[config.mk]
export PLATFORM = sky130hd
export DESIGN_NAME = txclk_mode_detect
export DESIGN_NICKNAME = d
export VERILOG_FILES = /design/src/rtl/txmd_pkg.sv /design/src/rtl/txmd_sync.sv /design/src/rtl/txmd_refwatch.sv /design/src/rtl/txmd_chan.sv /design/src/rtl/txclk_mode_detect.sv
export SDC_FILE = /design/constraint.sdc
export NUM_CORES = 1
export LEC_CHECK = 0
export ABC_AREA = 1
export BUFFER_PORTS_ARGS = -buffer_cell sky130_fd_sc_hd__buf_2
export CORE_AREA = 2 2 130 132
export CTS_CLUSTER_DIAMETER = 100
export CTS_CLUSTER_SIZE = 30
export DETAILED_ROUTE_END_ITERATION = 12
export DIE_AREA = 0 0 132 134
export PLACE_DENSITY = 0.84
export SLEW_MARGIN = 0
export SYNTH_ARGS = -nofsm -noshare
export SYNTH_HDL_FRONTEND = slang
export SYNTH_HIERARCHICAL = 1
export SYNTH_SLANG_ARGS = --single-unit
[constraint.sdc]
create_clock -name clk -period 2.05 [get_ports clk]
set_clock_uncertainty 0.2 [all_clocks]
set_input_delay 0.205 -clock clk [delete_from_list [all_inputs] [get_ports clk]]
set_output_delay 0.205 -clock clk [all_outputs]
set_load 0.01 [all_outputs]
[src/rtl/txmd_pkg.sv]
package txmd_pkg;
  typedef enum logic [1:0] {
    MD_NORMAL  = 2'b00,
    MD_ALLONES = 2'b01,
    MD_PDOWN   = 2'b10,
    MD_NOREF   = 2'b11
  } txmd_mode_e;
endpackage

[src/rtl/txmd_sync.sv]
module txmd_sync #(
  parameter int W = 1
) (
  input  logic         clk,
  input  logic         rst_n,
  input  logic [W-1:0] d_i,
  output logic [W-1:0] q_o
);
  logic [W-1:0] stage1_q;
  logic [W-1:0] stage2_q;

  always_ff @(posedge clk or negedge rst_n) begin
    if (!rst_n) begin
      stage1_q <= '0;
      stage2_q <= '0;
    end else begin
      stage1_q <= d_i;
      stage2_q <= stage1_q;
    end
  end

  assign q_o = stage2_q;
endmodule

[src/rtl/txmd_refwatch.sv]
module txmd_refwatch #(
  parameter int REF_TIMEOUT = 256,
  parameter int FB_TIMEOUT  = 256
) (
  input  logic clk,
  input  logic rst_n,
  input  logic ref_lvl_i,
  input  logic fb_lvl_i,
  output logic tick_o,
  output logic ref_src_o,
  output logic noref_o
);
  localparam int RW = $clog2(REF_TIMEOUT + 1);
  localparam int FW = $clog2(FB_TIMEOUT + 1);

  logic          ref_prev_q, fb_prev_q;
  logic [RW-1:0] ref_idle_q;
  logic [FW-1:0] fb_idle_q;
  logic          ref_rise, fb_rise, ref_ok, fb_ok;

  assign ref_rise = ref_lvl_i & ~ref_prev_q;
  assign fb_rise  = fb_lvl_i & ~fb_prev_q;
  assign ref_ok   = ref_idle_q < RW'(REF_TIMEOUT);
  assign fb_ok    = fb_idle_q < FW'(FB_TIMEOUT);

  always_ff @(posedge clk or negedge rst_n) begin
    if (!rst_n) begin
      ref_prev_q <= 1'b0;
      fb_prev_q  <= 1'b0;
      ref_idle_q <= '0;
      fb_idle_q  <= '0;
    end else begin
      ref_prev_q <= ref_lvl_i;
      fb_prev_q  <= fb_lvl_i;
      if (ref_rise)     ref_idle_q <= '0;
      else if (ref_ok)  ref_idle_q <= ref_idle_q + 1'b1;
      if (fb_rise)      fb_idle_q  <= '0;
      else if (fb_ok)   fb_idle_q  <= fb_idle_q + 1'b1;
    end
  end

  always_comb begin
    if (ref_ok)     tick_o = ref_rise;
    else if (fb_ok) tick_o = fb_rise;
    else            tick_o = 1'b0;
  end

  assign ref_src_o = ~ref_ok;
  assign noref_o   = ~ref_ok & ~fb_ok;

  // a reference edge always restores primary timing next cycle
  p_ref_edge_restores_r9: assert property (@(posedge clk) disable iff (!rst_n)
    ref_rise |=> !ref_src_o);
  // once on fallback, stay there until a reference edge arrives
  p_fallback_sticks_r7: assert property (@(posedge clk) disable iff (!rst_n)
    ($past(ref_src_o) && !$past(ref_rise)) |-> ref_src_o);
  // with no timing source at all, nothing is counted
  p_no_tick_without_source_r8: assert property (@(posedge clk) disable iff (!rst_n)
    noref_o |-> !tick_o);
endmodule

[src/rtl/txmd_chan.sv]
module txmd_chan
  import txmd_pkg::*;
#(
  parameter int HI_TICKS = 16,
  parameter int LO_TICKS = 64
) (
  input  logic       clk,
  input  logic       rst_n,
  input  logic       tick_i,
  input  logic       noref_i,
  input  logic       clk_lvl_i,
  input  logic       data_lvl_i,
  output logic [1:0] mode_o,
  output logic       hiz_o,
  output logic       vld_o,
  output logic       bit_o
);
  localparam int HW = $clog2(HI_TICKS + 1);
  localparam int LW = $clog2(LO_TICKS);

  logic          prev_q;
  logic [HW-1:0] hi_cnt_q;
  logic [LW-1:0] lo_cnt_q;
  txmd_mode_e    mode_q, eff_mode;
  logic          vld_q, bit_q;
  logic          any_edge, fall;

  assign any_edge = clk_lvl_i ^ prev_q;
  assign fall     = prev_q & ~clk_lvl_i;

  always_ff @(posedge clk or negedge rst_n) begin
    if (!rst_n) begin
      prev_q   <= 1'b0;
      hi_cnt_q <= '0;
      lo_cnt_q <= '0;
      mode_q   <= MD_NORMAL;
    end else begin
      prev_q <= clk_lvl_i;
      if (any_edge) begin
        hi_cnt_q <= '0;
        lo_cnt_q <= '0;
        mode_q   <= MD_NORMAL;
      end else if (tick_i) begin
        if (clk_lvl_i) begin
          lo_cnt_q <= '0;
          if (hi_cnt_q == HW'(HI_TICKS)) mode_q <= MD_ALLONES;
          else                           hi_cnt_q <= hi_cnt_q + 1'b1;
        end else begin
          hi_cnt_q <= '0;
          if (lo_cnt_q == LW'(LO_TICKS - 1)) mode_q <= MD_PDOWN;
          else                               lo_cnt_q <= lo_cnt_q + 1'b1;
        end
      end
    end
  end

  assign eff_mode = noref_i ? MD_NOREF : mode_q;
  assign hiz_o    = (eff_mode == MD_PDOWN) || (eff_mode == MD_NOREF);
  assign mode_o   = eff_mode;

  always_ff @(posedge clk or negedge rst_n) begin
    if (!rst_n) begin
      vld_q <= 1'b0;
      bit_q <= 1'b0;
    end else begin
      vld_q <= 1'b0;
      case (eff_mode)
        MD_NORMAL: if (fall) begin
          vld_q <= 1'b1;
          bit_q <= data_lvl_i;
        end
        MD_ALLONES: if (tick_i) begin
          vld_q <= 1'b1;
          bit_q <= 1'b1;
        end
        default: ;
      endcase
    end
  end

  assign vld_o = vld_q;
  assign bit_o = bit_q;

  // any observed transition brings the channel back to normal
  p_edge_restores_r6: assert property (@(posedge clk) disable iff (!rst_n)
    any_edge |=> (mode_q == MD_NORMAL));
  // marks emitted in all-ones mode are ones
  p_allones_marks_r4: assert property (@(posedge clk) disable iff (!rst_n)
    ($past(eff_mode == MD_ALLONES) && vld_q) |-> bit_q);
  // a channel that stays in high impedance is silent
  p_quiet_hiz_r5: assert property (@(posedge clk) disable iff (!rst_n)
    (hiz_o && $past(hiz_o)) |-> !vld_q);
  // a run is either high or low, never both
  p_run_exclusive_r3: assert property (@(posedge clk) disable iff (!rst_n)
    !((hi_cnt_q != '0) && (lo_cnt_q != '0)));
endmodule

[src/rtl/txclk_mode_detect.sv]
module txclk_mode_detect #(
  parameter int NCH         = 8,
  parameter int FB_CH       = 1,
  parameter int HI_TICKS    = 16,
  parameter int LO_TICKS    = 64,
  parameter int REF_TIMEOUT = 256,
  parameter int FB_TIMEOUT  = 256
) (
  input  logic             clk,
  input  logic             rst_n,
  input  logic             ref_clk_i,
  input  logic [NCH-1:0]   tx_clk_i,
  input  logic [NCH-1:0]   tx_data_i,
  output logic [2*NCH-1:0] mode_o,
  output logic [NCH-1:0]   hiz_o,
  output logic [NCH-1:0]   out_valid_o,
  output logic [NCH-1:0]   out_bit_o,
  output logic             ref_src_o
);
  localparam int SW = 2 * NCH + 1;

  logic [SW-1:0]  sync_in, sync_out;
  logic           ref_lvl;
  logic [NCH-1:0] clk_lvl, data_lvl;
  logic           tick, noref;

  assign sync_in = {ref_clk_i, tx_data_i, tx_clk_i};

  txmd_sync #(.W(SW)) u_sync (
    .clk   (clk),
    .rst_n (rst_n),
    .d_i   (sync_in),
    .q_o   (sync_out)
  );

  assign clk_lvl  = sync_out[NCH-1:0];
  assign data_lvl = sync_out[2*NCH-1:NCH];
  assign ref_lvl  = sync_out[SW-1];

  txmd_refwatch #(
    .REF_TIMEOUT (REF_TIMEOUT),
    .FB_TIMEOUT  (FB_TIMEOUT)
  ) u_refwatch (
    .clk       (clk),
    .rst_n     (rst_n),
    .ref_lvl_i (ref_lvl),
    .fb_lvl_i  (clk_lvl[FB_CH]),
    .tick_o    (tick),
    .ref_src_o (ref_src_o),
    .noref_o   (noref)
  );

  for (genvar c = 0; c < NCH; c++) begin : g_chan
    txmd_chan #(
      .HI_TICKS (HI_TICKS),
      .LO_TICKS (LO_TICKS)
    ) u_chan (
      .clk        (clk),
      .rst_n      (rst_n),
      .tick_i     (tick),
      .noref_i    (noref),
      .clk_lvl_i  (clk_lvl[c]),
      .data_lvl_i (data_lvl[c]),
      .mode_o     (mode_o[2*c +: 2]),
      .hiz_o      (hiz_o[c]),
      .vld_o      (out_valid_o[c]),
      .bit_o      (out_bit_o[c])
    );
  end

  // total loss of timing puts every channel in high impedance
  p_all_hiz_noref_r8: assert property (@(posedge clk) disable iff (!rst_n)
    noref |-> (hiz_o == '1));
endmodule

=== Yosys cells after proc, flatten, opt, wreduce, memory -nomap -nowiden ===
Index checks and enable logic that the tools add are counted.
Widths: inputs -> output; s select.

* Register bits: 181
* Logic and storage cells: 410

* Equal/unequal tests: 80
* Bitwise operators: 31
* Add/sub/neg operators: 18
* $lt $le $gt $ge: 2
* Reductions and logical operators: 74
* Mux-type cells: 152

{| class="wikitable"
|+ Operators by type and width
! cell !! number
|-
| $mux 6 || 32
|-
| $mux 5 || 32
|-
| $mux 2 || 48
|-
| $add 6x1->6 const B || 8
|-
| $eq 6x6->1 const B || 8
|-
| $ne 3x2->1 const B || 16
|-
| $reduce_and 3->1 || 16
|-
| $add 5x1->5 const B || 8
|-
| $eq 5x5->1 const B || 8
|-
| $mux 9 || 4
|-
| $reduce_bool 2->1 || 18
|-
| $eq 2x2->1 const B || 16
|-
| $pmux 1 s2 || 16
|-
| $reduce_and 2->1 || 16
|-
| $ne 3x1->1 const B || 8
|-
| $reduce_bool 3->1 || 8
|-
| $mux 1 || 20
|-
| $add 9x1->9 const B || 2
|-
| $lt 9x9->1 const B || 2
|-
| $ne 2x1->1 const B || 9
|-
| $eq 2x1->1 const B || 8
|-
| $logic_not 2->1 || 8
|-
| $ne 2x2->1 const B || 7
|-
| $not 1->1 || 12
|-
| other kinds (3) || 27
|}

=== Depth between registers and ports, before layout ===
Gate-level depths: netlist (run 1).

* Depth after elaboration: 7
* Mapped depth: 10
* Depth with buffers taken out: 10

=== Hierarchy ===
Netlist (run 1), hierarchy kept.

{| class="wikitable"
|+ Modules (own cells, without submodules)
! module !! cells each !! times used !! seq. area each (um2) !! area each (um2)
|-
| txmd_chan (g_chan[1].u_chan ...) || 123 || 7 || 400.4 || 973.4
|-
| txmd_refwatch || 122 || 1 || 500.5 || 1,011.0
|-
| txmd_chan (g_chan[0].u_chan) || 121 || 1 || 400.4 || 967.2
|-
| txmd_sync || 34 || 1 || 850.8 || 850.8
|}

=== Worst setup path after synthesis (run 1) ===
OpenSTA, ideal clock, no wires.

* Path type: reg2reg
* From: register u_refwatch.ref_prev_q
* To: register g_chan[1].u_chan.hi_cnt_q[1]
* Library setup time: 83 ps
* Stages on the path, launching flop included: 10
* Path slack: 241 ps
* Path buffers: 0
* Arrival time: 1,527 ps
* Cells stage by stage: dfrtp_1 nor2_1 inv_1 o21ai_1 inv_1 nand2_4 nand2_2 inv_2 nand3_1 o21ai_0

* Cells in the longest elaborated chain, start to end: 5

{| class="wikitable"
|+ RTL lines
! what !! line !! source
|-
| from (decl) || txmd_refwatch.sv:16 || <nowiki>logic ref_prev_q, fb_prev_q;</nowiki>
|-
| from (signal assigned) || txmd_refwatch.sv:33 || <nowiki>ref_prev_q <= ref_lvl_i;</nowiki>
|-
| $not 1->1 || txmd_refwatch.sv:21 || <nowiki>assign ref_rise = ref_lvl_i & ~ref_prev_q;</nowiki>
|-
| $and 1x1->1 || txmd_refwatch.sv:21 ||
|-
| $mux 1 || txmd_refwatch.sv:43 || <nowiki>if (ref_ok) tick_o = ref_rise;</nowiki>
|-
| net tick || txclk_mode_detect.sv:25 || <nowiki>logic tick, noref;</nowiki>
|-
| $reduce_bool 2->1 (no source line) || n/a ||
|-
| $reduce_and 2->1 (no source line) || n/a ||
|-
| to (signal assigned) || txmd_chan.sv:47 || <nowiki>else hi_cnt_q <= hi_cnt_q + 1'b1;</nowiki>
|-
| to (decl) || txmd_chan.sv:22 || <nowiki>logic [HW-1:0] hi_cnt_q;</nowiki>
|}

The timed path passes the listed nets, and every way through them passes these cells.
A chain may end at the register's enable or synchronous reset.

=== Worst setup path after layout (run 1) ===
* From: register u_refwatch.ref_idle_q[8]
* To: output port mode_o[4]

* Cells in the longest elaborated chain, start to end: 4

{| class="wikitable"
|+ RTL lines
! what !! line !! source
|-
| from (decl) || txmd_refwatch.sv:17 || <nowiki>logic [RW-1:0] ref_idle_q;</nowiki>
|-
| from (signal assigned) || txmd_refwatch.sv:36 || <nowiki>else if (ref_ok) ref_idle_q <= ref_idle_q + 1'b1;</nowiki>
|-
| $lt 9x9->1 || txmd_refwatch.sv:23 || <nowiki>assign ref_ok = ref_idle_q < RW'(REF_TIMEOUT);</nowiki>
|-
| $not 1->1 || txmd_refwatch.sv:49 || <nowiki>assign noref_o = ~ref_ok & ~fb_ok;</nowiki>
|-
| $and 1x1->1 || txmd_refwatch.sv:49 ||
|-
| net noref || txclk_mode_detect.sv:25 ||
|-
| $mux 2 || txmd_chan.sv:57 || <nowiki>assign eff_mode = noref_i ? MD_NOREF : mode_q;</nowiki>
|-
| to (decl) || txclk_mode_detect.sv:14 || <nowiki>output logic [2*NCH-1:0] mode_o,</nowiki>
|}

The timed path passes the listed nets, and every way through them passes these cells.

==> reports/results.tsv, run 1 <==
stage	metric	value	unit
timing	period_share	98.1	%
power_and_ir_drop	power_leakage	0.00554	µW
setup_path	cp.arrival	1610	ps
die	start_util	59.2	%
grt	overflow	0	
power_and_ir_drop	total_power	8850	µW
synthesis	synth_commonest_cells	nand2_1, dfrtp_1, inv_1	
grt	grt_max_degree	48	
setup_path	critical_path_class	reg2out	
power_and_ir_drop	peakVddDrop	0.000626	V
die	io_pins	60	
timing	drv_slew	0	
setup_path	r2r-end	g_chan[5].u_chan/hi_cnt_q[0]$_DFFE_PN0P_	
final_layout	area_delta_synth_final	16.0	%
synthesis	synth_edf_count	0	
synthesis	synth_area	9640	µm²
synthesis	ys_seq_elements	182	
power_and_ir_drop	p_per_area	791	nW/µm²
timing	period_minus_slack	2010	ps
placement	port_buffers	59	
synthesis	synth_area_per_cell	8.47	µm²
setup_path	r2r_cells	11	
die	die_area	17700	µm²
synthesis	synthSimpleGateAreaFrac	31.3	%
synthesis	synth_cell_type_count	25	
synthesis	synth_top_area_share	47.2	%
drt	route.detailed.drc	0	
die	fp.coreArea	16300	µm²
setup_path	reg2reg_from	u_refwatch/fb_idle_q[8]$_DFFE_PN0P_	
die	rows	47	
drt	wl_per_cell	12.4	µm
setup_path	path_max_fanout	10	
synthesis	yosysMostFrequentCell	nand2_1	
setup_path	start_kind	flop	
final_layout	seq_area	4560	µm²
clocking	root_buffer	clkbuf_16	
clocking	h-tree-depth	4	
grt	grt_pass1_vias	7536	
final_layout	diodes	0	
synthesis	ys_seq_area_share	47.2	%
synthesis	synth-compound-area-share	7.38	%
job	max-cap-violations	0	
timing	fmax	0.497	GHz
setup_path	cp_data_required_time	1640	ps
clocking	cts.clk_slew.worst_paths	70	ps
drt	via_per_inst	5.22	
final_layout	fin_cells	1480	
drt	antenna_left	0	
synthesis	async_flop_share	100	%
final_layout	n_fill_cell	1297	
placement	gp_congestion	0.848	
clocking	insertion_delay	430	ps
die	die_w	132	µm
timing	relSlewSlack	72.9	%
timing	max_slew.worst_pin.slew	407	ps
synthesis	synth_top_area_cell	dfrtp_1	
drt	vias	7725	
drt	wl	18300	µm
setup_path	rrSetupSlack	150	ps
setup_path	cp-end-kind	output port	
synthesis	syn_inst	1138	
synthesis	synth_xor_area_share	0	%
synthesis	syn_nets	1207	
timing	finalSetupViolCount	0	
setup_path	crit_slowest_cell	dfrtp_2	
final_layout	final_layout_size_suffix_gt1_share	18.5	%
synthesis	dominantRegCellSynth	dfrtp_1	
grt	grt_pass1_wl	32400	µm
drt	drt_iter0_drc	442	
synthesis	yosysWarnings	6	
clocking	numCtsBuffers	17	
clocking	cts_tree	built	
synthesis	synth_fa_ha_area_share	6.49	%
die	die_h	134	µm
drt	drtPass1Iterations	5	
clocking	cts_sinks	182	
setup_path	critPathMaxStageDelay	430	ps
placement	hpwlAfterDp	12900	µm
grt	antenna_found_initial	0	
clocking	cts_buffer_depth	2	
placement	placed_cells	1428	
final_layout	fin_nets	1316	
final_layout	multi_input_comb_area	4370	µm²
worst_hold_path	hp-class	in2async	
synthesis	synth_top_family_by_area	simple AND/OR/NAND/NOR gates	
synthesis	yosys-top-cells-area	dfrtp_1, nand2_1, inv_1, ha_1, nand3_1	
synthesis	yosys-mux-area-fraction	0	%
setup_path	cp_cell_sequence	nand2_2, inv_4, buf_8, or2_2, buf_2	
run_status	status	finished clean	
grt	grt.total_usage	22.1	%
timing	finalHoldViolCount	0	
==> cell usage in the layout (no fill, tap or decap), types with 10 or more instances in the layout <==
master and n:
nand2_1 241, nand2_4 18, inv_1 163, nor2_4 11, o21ai_1 22, buf_4 16
nor2_1 78, nand3_2 10, buf_2 58, nor2_2 11, nand2_2 18, nand3_1 86
clkbuf_16 17, dfrtp_1 181, or2_2 24, inv_2 14, ha_1 50, o21ai_0 86
a21oi_1 17, nand4_1 68, dlygate4sd3_1 18
==> through the flow <==
| step | utilization [%] | hold slack [ps] | setup TNS, ps | area [µm²] | worst slack (ps) |
|---|---|---|---|---|---|
| floorplan | - | -291 | 0 | 9640 | 241 |
| global placement | 63.5 | -24.0 | 0 | 10300 | 159 |
| CTS | 68.5 | 78.6 | 0 | 11200 | 0.589 |
| finish | 68.7 | 82.1 | 0 | 11200 | 38.6 |
| global route | 68.7 | 111 | -11.3 | 11200 | -7.78 |
| detailed placement | 63.5 | -22.6 | 0 | 10300 | 71.9 |
==> critical path: cells and delay by family, from the launching register on <==
| kind | cells | cell delay [ps] |
|---|---|---|
| buffers and inverters | 3 | 360 |
| DFF | 1 | 430 |
| and+or+nand+nor | 2 | 390 |
==> worst max-delay path by stage <==
stage	startpoint	endpoint	slack, ps	cells past startpoint
after floorplan	u_refwatch/ref_prev_q$_DFF_PN0_	g_chan[1].u_chan/hi_cnt_q[1]$_DFFE_PN0P_	240	9
after global placement	u_sync/q_o[16]$_DFF_PN0_	g_chan[5].u_chan/hi_cnt_q[0]$_DFFE_PN0P_	160	11
after detailed placement	u_refwatch/ref_prev_q$_DFF_PN0_	g_chan[0].u_chan/hi_cnt_q[0]$_DFFE_PN0P_	70	10
after CTS	u_refwatch/ref_idle_q[8]$_DFFE_PN0P_	mode_o[4]	0.6	5
after global routing	u_refwatch/fb_idle_q[8]$_DFFE_PN0P_	g_chan[5].u_chan/hi_cnt_q[0]$_DFFE_PN0P_	-8	11
final	u_refwatch/ref_idle_q[8]$_DFFE_PN0P_	mode_o[4]	40	5
==> flip-flops by register name, indices dropped and copies added, names as in the netlist <==
register                flops
g_chan.u_chan/bit_o         8
g_chan.u_chan/hi_cnt_q     40
g_chan.u_chan/lo_cnt_q     48
g_chan.u_chan/mode_q       16
g_chan.u_chan/prev_q        8
g_chan.u_chan/vld_o         8
u_refwatch/fb_idle_q        9
u_refwatch/fb_prev_q        1
u_refwatch/ref_idle_q       9
u_refwatch/ref_prev_q       1
u_sync/q_o                 17
u_sync/stage1_q            17
==> kinds of logic (layout without fill, tap and decap cells) <==
family,after synthesis,after routing
AND/OR/NAND/NOR,582,582
buffers and inverters,187,309
flip-flops,182,182
AO/OA/AOI/OAI,137,137
adder cells (fa/ha/maj),50,50
==> cell type report <==
| type | instances | area share (%) |
|---|---|---|
| clock buffers | 20 | 4.17 |
| clock inverters | 12 | 1.35 |
| inverters | 179 | 6.05 |
| multi-input cells | 769 | 39.0 |
| flip-flops and latches | 182 | 40.7 |
| well taps | 220 | 2.46 |
| repair buffers | 98 | 6.18 |
==> metal layers <==
metal | track usage [%] | vias up | share of wire, %
met4 | 8.64 | 0 | 2.0
li1 | - | 3927 | -
met5 | 0 | - | 0
met2 | 39.0 | 122 | 51
met1 | 27.0 | 3649 | 45
met3 | 4.01 | 27 | 2.8
==> power breakdown <==
| group | total (µW) | switching [µW] | internal (µW) |
|---|---|---|---|
| clock | 3340 | 1330 | 2010 |
| sequential | 4150 | 255 | 3900 |
| combinational | 1350 | 832 | 522 |
| total | 8850 | 2420 | 6430 |
==> what timing repair did <==
| item | 4_1_cts | 5_1_grt |
|---|---|---|
| pin swaps | 0 | 0 |
| endpoints found under the setup margin | 18 | 86 |
| buffers inserted | 2 | 0 |
| hold buffers | 18 | 0 |
| endpoints found under the hold margin | 199 | 0 |
| gates resized for setup | 5 | 8 |
No activity file was read; power rests on OpenSTA's default activity.
==> run 2: changes to the inputs <==
--- a/config.mk
+++ b/config.mk
@@ -7,12 +7,13 @@
 export LEC_CHECK = 0
 export ABC_AREA = 1
 export BUFFER_PORTS_ARGS = -buffer_cell sky130_fd_sc_hd__buf_2
-export CORE_AREA = 2 2 130 132
+export CORE_AREA = 2 2 136 138
 export CTS_CLUSTER_DIAMETER = 100
 export CTS_CLUSTER_SIZE = 30
 export DETAILED_ROUTE_END_ITERATION = 12
-export DIE_AREA = 0 0 132 134
-export PLACE_DENSITY = 0.84
+export DIE_AREA = 0 0 138 140
+export PLACE_DENSITY = 0.78
+export SETUP_SLACK_MARGIN = 0.4
 export SLEW_MARGIN = 0
 export SYNTH_ARGS = -nofsm -noshare
 export SYNTH_HDL_FRONTEND = slang
==> run 2 against run 1 <==
Effect of this change: total power up 4.2%; clock-buffer cell count down 2; die area up 9.2%; fmax about the same; non-clock buffer count up 27; worst hold slack worse by 34 ps; global-route usage down 0.57 points; final area up 13%; critical path depth up 2; critical path type unchanged; highest routed layer unchanged.
==> reports/results.tsv, run 2 (synthesized netlist as in run 1, its figures left out) <==
stage	metric	value	unit	change
drt	via_per_inst	5.41		was 5.22
timing	drv_slew	0		unchanged
final_layout	post-route-util	71.4	%	was 68.7%
drt	wl	22300	µm	was 18,300 µm
final_layout	largest_reg_flops	48		unchanged
setup_path	startpoint	u_refwatch/ref_idle_q[8]$_DFFE_PN0P_		unchanged
clocking	h-tree-depth	4		unchanged
power_and_ir_drop	p_per_area	726	nW/µm²	was 791 nW/µm²
setup_path	start_kind	flop		unchanged
setup_path	rrSetupSlack	80	ps	was 150 ps
placement	hpwlAfterDp	13500	µm	was 12,900 µm
drt	drtPass1Iterations	5		unchanged
run_status	status	finished clean		unchanged
drt	drt_iter0_drc	490		was 442
die	die_h	140	µm	was 134 µm
drt	antenna_left	0		unchanged
timing	finalHoldViolCount	0		unchanged
drt	vias	8202		was 7,725
grt	grt_pass1_wl	34700	µm	was 32,400 µm
clocking	cts.clk_slew.worst_paths	70	ps	about the same
placement	placed_cells	1431		was 1,428
final_layout	diodes	0		unchanged
die	io_pins	60		unchanged
setup_path	cp-end-kind	output port		unchanged
die	fp.coreArea	17800	µm²	was 16,300 µm²
grt	grt_max_degree	72		was 48
die	die_w	138	µm	was 132 µm
setup_path	reg2reg_from	u_refwatch/fb_idle_q[8]$_DFFE_PN0P_		unchanged
grt	grt.total_usage	21.5	%	was 22.1%
power_and_ir_drop	peakVddDrop	0.000737	V	was 0.000626 V
clocking	cts_buffer_depth	2		unchanged
clocking	cts_tree	built		unchanged
timing	fmax	0.497	GHz	about the same
grt	antenna_found_initial	0		unchanged
timing	finalSetupViolCount	0		unchanged
timing	relSlewSlack	73.2	%	was 72.9%
die	start_util	54.2	%	was 59.2%
placement	port_buffers	59		unchanged
clocking	insertion_delay	430	ps	about the same
final_layout	fin_cells	1516		was 1,480
grt	overflow	0		unchanged
setup_path	path_max_fanout	6		was 10
final_layout	layout_commonest_cell	nand2_1		unchanged
setup_path	critical_path_class	reg2out		unchanged
final_layout	mostFrequentLayoutCells	nand2_1, dfrtp_1, inv_1		unchanged
final_layout	area_delta_synth_final	31.6	%	was 16.0%
power_and_ir_drop	power_leakage	0.00602	µW	was 0.00554 µW
job	max-cap-violations	0		unchanged
clocking	numCtsBuffers	17		unchanged
drt	wl_per_cell	14.7	µm	was 12.4 µm
placement	gp_congestion	0.844		was 0.848
timing	rsz0062_at_grt	yes		
final_layout	reg_top3	g_chan.u_chan/lo_cnt_q x48, g_chan.u_chan/hi_cnt_q x40		unchanged
timing	max_slew.worst_pin.slew	398	ps	was 407 ps
worst_hold_path	hp-class	in2async		unchanged
setup_path	cp.arrival	1610	ps	about the same
drt	route.detailed.drc	0		unchanged
final_layout	fin_nets	1343		was 1,316
final_layout	regMostFlops	g_chan.u_chan/lo_cnt_q		unchanged
final_layout	final_layout_size_suffix_gt1_share	33.6	%	was 18.5%
timing	period_share	98.2	%	was 98.1%
grt	grt_pass1_vias	7729		was 7,536
setup_path	cp_data_required_time	1640	ps	about the same
clocking	cts_sinks	182		unchanged
clocking	root_buffer	clkbuf_16		unchanged
die	die_area	19300	µm²	was 17,700 µm²
die	rows	49		was 47
power_and_ir_drop	total_power	9220	µW	was 8850 µW
timing	period_minus_slack	2010	ps	about the same
[run 2: worst paths after layout]
| path | endpoint | depth (start not counted) |
|---|---|---|
| min reg2reg | u_sync/q_o[13]$_DFF_PN0_ | 0 |
| max in group asynchronous | u_sync/q_o[4]$_DFF_PN0_ | 3 |
| max reg2reg | g_chan[3].u_chan/hi_cnt_q[0]$_DFFE_PN0P_ | 13 |
| max | mode_o[7] | 7 |
| min | g_chan[1].u_chan/hi_cnt_q[3]$_DFFE_PN0P_ | 2 |
| min in group clk | u_sync/q_o[13]$_DFF_PN0_ | 0 |
[run 2: metrics by stage]
stage / cell area, µm² / hold WS [ps] / setup WS [ps] / setup TNS (ps)
floorplan: 9660 / -291 / 405 / 0
global placement: 10300 / -53.8 / 94.8 / 0
detailed placement: 10300 / -51.3 / 16.9 / 0
CTS: 11700 / 50.9 / 9.74 / 0
global route: 12700 / 85.8 / -52.5 / -252
finish: 12700 / 48.1 / 37.4 / 0
[run 2: critical path, stage by stage, from the launching register on]
cell        delay (ps)
dfrtp_1            400
nand2_2             90
clkinvlp_4         120
buf_8              160
buf_4              140
nor2_4              80
inv_2               50
buf_2              130
[run 2: power by group]
part / total (µW) / internal, µW / switching, µW
Combinational: 1920 / 793 / 1130
Clock: 3080 / 1620 / 1470
Sequential: 4210 / 3900 / 315
[run 2: cell type report]
class	count	area (µm²)
inverter	179	813
clock inverter	14	118
fill	1193	5090
sequential	182	4560
tap	229	287
multi-input combinational	769	5420
clock buffer	18	439
timing repair buffer	125	1060
[run 2: repair_timing]
action | 4_1_cts | 5_1_grt
hold endpoints to repair | 199 | 0
resized for setup | 115 | 282
hold buffers | 18 | 0
gates cloned | 0 | 0
endpoints found under the setup margin | 144 | 138
pin swaps | 30 | 87
setup buffers | 21 | 14
[run 2: metal layers]
metal	global-route usage [%]	vias up	wire length, µm
li1	-	4003	-
met1	26.4	4002	9340
met2	38.0	167	11900
met3	4.89	30	700
met4	6.87	0	385
met5	0	-	0
==> run 3: changes to the inputs <==
--- a/config.mk
+++ b/config.mk
@@ -12,6 +12,7 @@
 export CTS_CLUSTER_SIZE = 30
 export DETAILED_ROUTE_END_ITERATION = 12
 export DIE_AREA = 0 0 138 140
+export MAX_ROUTING_LAYER = met4
 export PLACE_DENSITY = 0.78
 export SETUP_SLACK_MARGIN = 0.4
 export SLEW_MARGIN = 0
==> run 3 against run 2 <==
Effect of this change: first-iteration DRC count shrank 1.6%; combinational power is essentially flat; fmax shrank 1.4%; non-clock buffer count shrank 2; global-route usage grew 0.63 points; die area is the same; clock power is essentially flat; worst hold slack lost 0.59 ps; wire length is essentially flat; sequential cell count is the same; largest power group unchanged; register-to-register slack is essentially flat.
==> reports/results.tsv, run 3 (synthesized netlist as in run 1, its figures left out) <==
stage	metric	value	unit	change
final_layout	regMostFlops	g_chan.u_chan/lo_cnt_q		unchanged
power_and_ir_drop	p_per_area	728	nW/µm²	was 726 nW/µm²
setup_path	r2r_cells	13		unchanged
timing	period_minus_slack	2040	ps	was 2010 ps
final_layout	fin_cells	1514		was 1,516
drt	top_layer	met4		unchanged
setup_path	cp.arrival	1640	ps	was 1610 ps
die	rows	49		unchanged
timing	finalHoldViolCount	0		unchanged
power_and_ir_drop	peakVddDrop	0.000733	V	was 0.000737 V
final_layout	reg_top3	g_chan.u_chan/lo_cnt_q x48, g_chan.u_chan/hi_cnt_q x40		unchanged
grt	grt_pass1_vias	7741		was 7,729
setup_path	r2r-end	g_chan[3].u_chan/hi_cnt_q[0]$_DFFE_PN0P_		unchanged
setup_path	rrSetupSlack	80	ps	about the same
setup_path	reg2reg_from	u_refwatch/fb_idle_q[8]$_DFFE_PN0P_		unchanged
clocking	numCtsBuffers	17		unchanged
clocking	root_buffer	clkbuf_16		unchanged
final_layout	final_layout_size_suffix_gt1_share	33.4	%	was 33.6%
drt	wl_per_cell	14.7	µm	about the same
power_and_ir_drop	p_comb_share	20.9	%	about the same
drt	wl	22300	µm	about the same
power_and_ir_drop	power_leakage	0.00601	µW	was 0.00602 µW
drt	via_per_inst	5.40		was 5.41
power_and_ir_drop	p_sw	2910	µW	about the same
clocking	insertion_delay	430	ps	about the same
timing	max_slew.worst_pin.slew	506	ps	was 398 ps
timing	rsz0062_at_grt	yes		unchanged
setup_path	cp_data_required_time	1640	ps	about the same
placement	post_dp_cell_area	10300	µm²	unchanged
drt	drt_iter0_drc	482		was 490
timing	relSlewSlack	65.9	%	was 73.2%
setup_path	crit_slowest_cell	dfrtp_1		unchanged
setup_path	startpoint	u_refwatch/ref_idle_q[8]$_DFFE_PN0P_		unchanged
timing	fmax	0.490	GHz	was 0.497 GHz
power_and_ir_drop	internal_power	6300	µW	was 6310 µW
clocking	cts_buffer_depth	2		unchanged
final_layout	post-route-util	71.2	%	was 71.4%
setup_path	cp_cell_sequence	nand2_2, clkinvlp_4, buf_6, or2_2, buf_2		was nand2_2, clkinvlp_4, buf_8, buf_4, nor2_4, inv_2, buf_2
setup_path	critical_path_class	reg2out		unchanged
drt	met2_length	11900	µm	about the same
die	start_util	54.2	%	unchanged
final_layout	mostFrequentLayoutCells	nand2_1, dfrtp_1, inv_1		unchanged
power_and_ir_drop	netSwitchingFraction	31.6	%	about the same
timing	drv_slew	0		unchanged
placement	placed_cells	1431		unchanged
power_and_ir_drop	p_seq_share	45.6	%	was 45.7%
die	die_h	140	µm	unchanged
clocking	cts.clk_slew.worst_paths	70	ps	about the same
final_layout	largest_reg_flops	48		unchanged
final_layout	area_delta_synth_final	31.3	%	was 31.6%
drt	drtPass1Iterations	5		unchanged
drt	antenna_left	0		unchanged
setup_path	cpLargestDelayFamily	buffers and inverters		unchanged
setup_path	critPathMaxStageDelay	400	ps	about the same
setup_path	cp-end-kind	output port		unchanged
grt	grt_max_degree	72		unchanged
die	io_pins	60		unchanged
worst_hold_path	hp-class	in2async		unchanged
clocking	cts_sinks	182		unchanged
drt	met3_length	741	µm	was 700 µm
placement	port_buffers	59		unchanged
timing	finalSetupViolCount	0		unchanged
die	die_area	19300	µm²	unchanged
clocking	cts_tree	built		unchanged
timing	period_share	99.6	%	was 98.2%
placement	hpwlAfterDp	13500	µm	unchanged
final_layout	layout_commonest_cell	nand2_1		unchanged
clocking	h-tree-depth	4		unchanged
setup_path	worst-path-buf-inv	3		was 5
setup_path	path_max_fanout	6		unchanged
drt	route.detailed.drc	0		unchanged
power_and_ir_drop	clockPowerShare	33.5	%	about the same
placement	pre_cts_slack	16.9	ps	unchanged
drt	vias	8169		was 8,202
job	max-cap-violations	0		unchanged
grt	grt_pass1_wl	34700	µm	about the same
grt	grt.total_usage	22.2	%	was 21.5%
grt	overflow	0		unchanged
final_layout	stdcell_area	12700	µm²	about the same
final_layout	fin_nets	1341		was 1,343
run_status	status	finished clean		unchanged
grt	antenna_found_initial	0		unchanged
die	die_w	138	µm	unchanged
placement	gp_congestion	0.857		was 0.844
drt	wl_met1	9200	µm	was 9340 µm
setup_path	start_kind	flop		unchanged
timing	fin_ws	8.98	ps	was 37.4 ps
die	fp.coreArea	17800	µm²	unchanged
final_layout	diodes	0		unchanged
run 3: cell types whose count changed in the layout (fill, tap and decap cells not counted):
cell,change
buf_8,-1
inv_4,+1
o21ai_0,+2
or2_2,+1
or2_4,-1
o21ai_1,-2
inv_1,+1
inv_2,-2
buf_2,+1
buf_4,-2
run 3: repair_timing:
item | in CTS | in global routing
setup buffers | 21 | 12
pin swaps | 30 | 84
setup endpoints to repair | 144 | 138
hold buffers | 18 | 0
resized for setup | 115 | 277
endpoints found under the hold margin | 199 | 0
run 3: worst reg2reg max path: cells and delay by family (launching register included):
family / cells / cell delay [ps]
compound gates: 2 / 160
flops: 1 / 390
buf+inv: 7 / 770
simple gates: 4 / 360
run 3: area by class of cell:
cell class	count	area, µm²
Tap cell	229	287
Sequential cell	182	4560
Clock inverter	14	118
Multi-Input combinational cell	769	5410
Inverter	179	816
Fill cell	1200	5110
Clock buffer	18	439
Timing Repair Buffer	123	1040
run 3: worst max path at each step:
stage,endpoint,cells after the start
CTS,mode_o[10],5
floorplan,g_chan[5].u_chan/hi_cnt_q[1]$_DFFE_PN0P_,10
finish,mode_o[6],5
global placement,g_chan[6].u_chan/bit_o$_DFFE_PN0P_,8
detailed placement,g_chan[2].u_chan/hi_cnt_q[1]$_DFFE_PN0P_,10
global route,mode_o[6],5
run 3: power by group through the flow:
stage	registers, µW	clock network [µW]	logic, µW
global placement	4210	0	1290
detailed placement	4230	0	1330
floorplan	4210	0	854
finish	4210	3090	1920
global route	4250	3300	2110
CTS	4170	3150	1570
run 3: through the flow:
| step | setup TNS (ps) | total power (µW) | hold slack [ps] |
|---|---|---|---|
| after global placement | 0 | 5500 | -53.8 |
| final | 0 | 9220 | 47.5 |
| after floorplan | 0 | 5060 | -291 |
| after CTS | 0 | 8880 | 50.9 |
| after global routing | -114 | 9660 | 91.7 |
| after detailed placement | 0 | 5560 | -51.3 |
run 3: per-layer routing:
layer / track usage [%] / vias to the layer above
met4: 8.00 / 0
met2: 37.9 / 164
met5: - / -
li1: - / 4004
met3: 3.97 / 36
met1: 26.5 / 3965
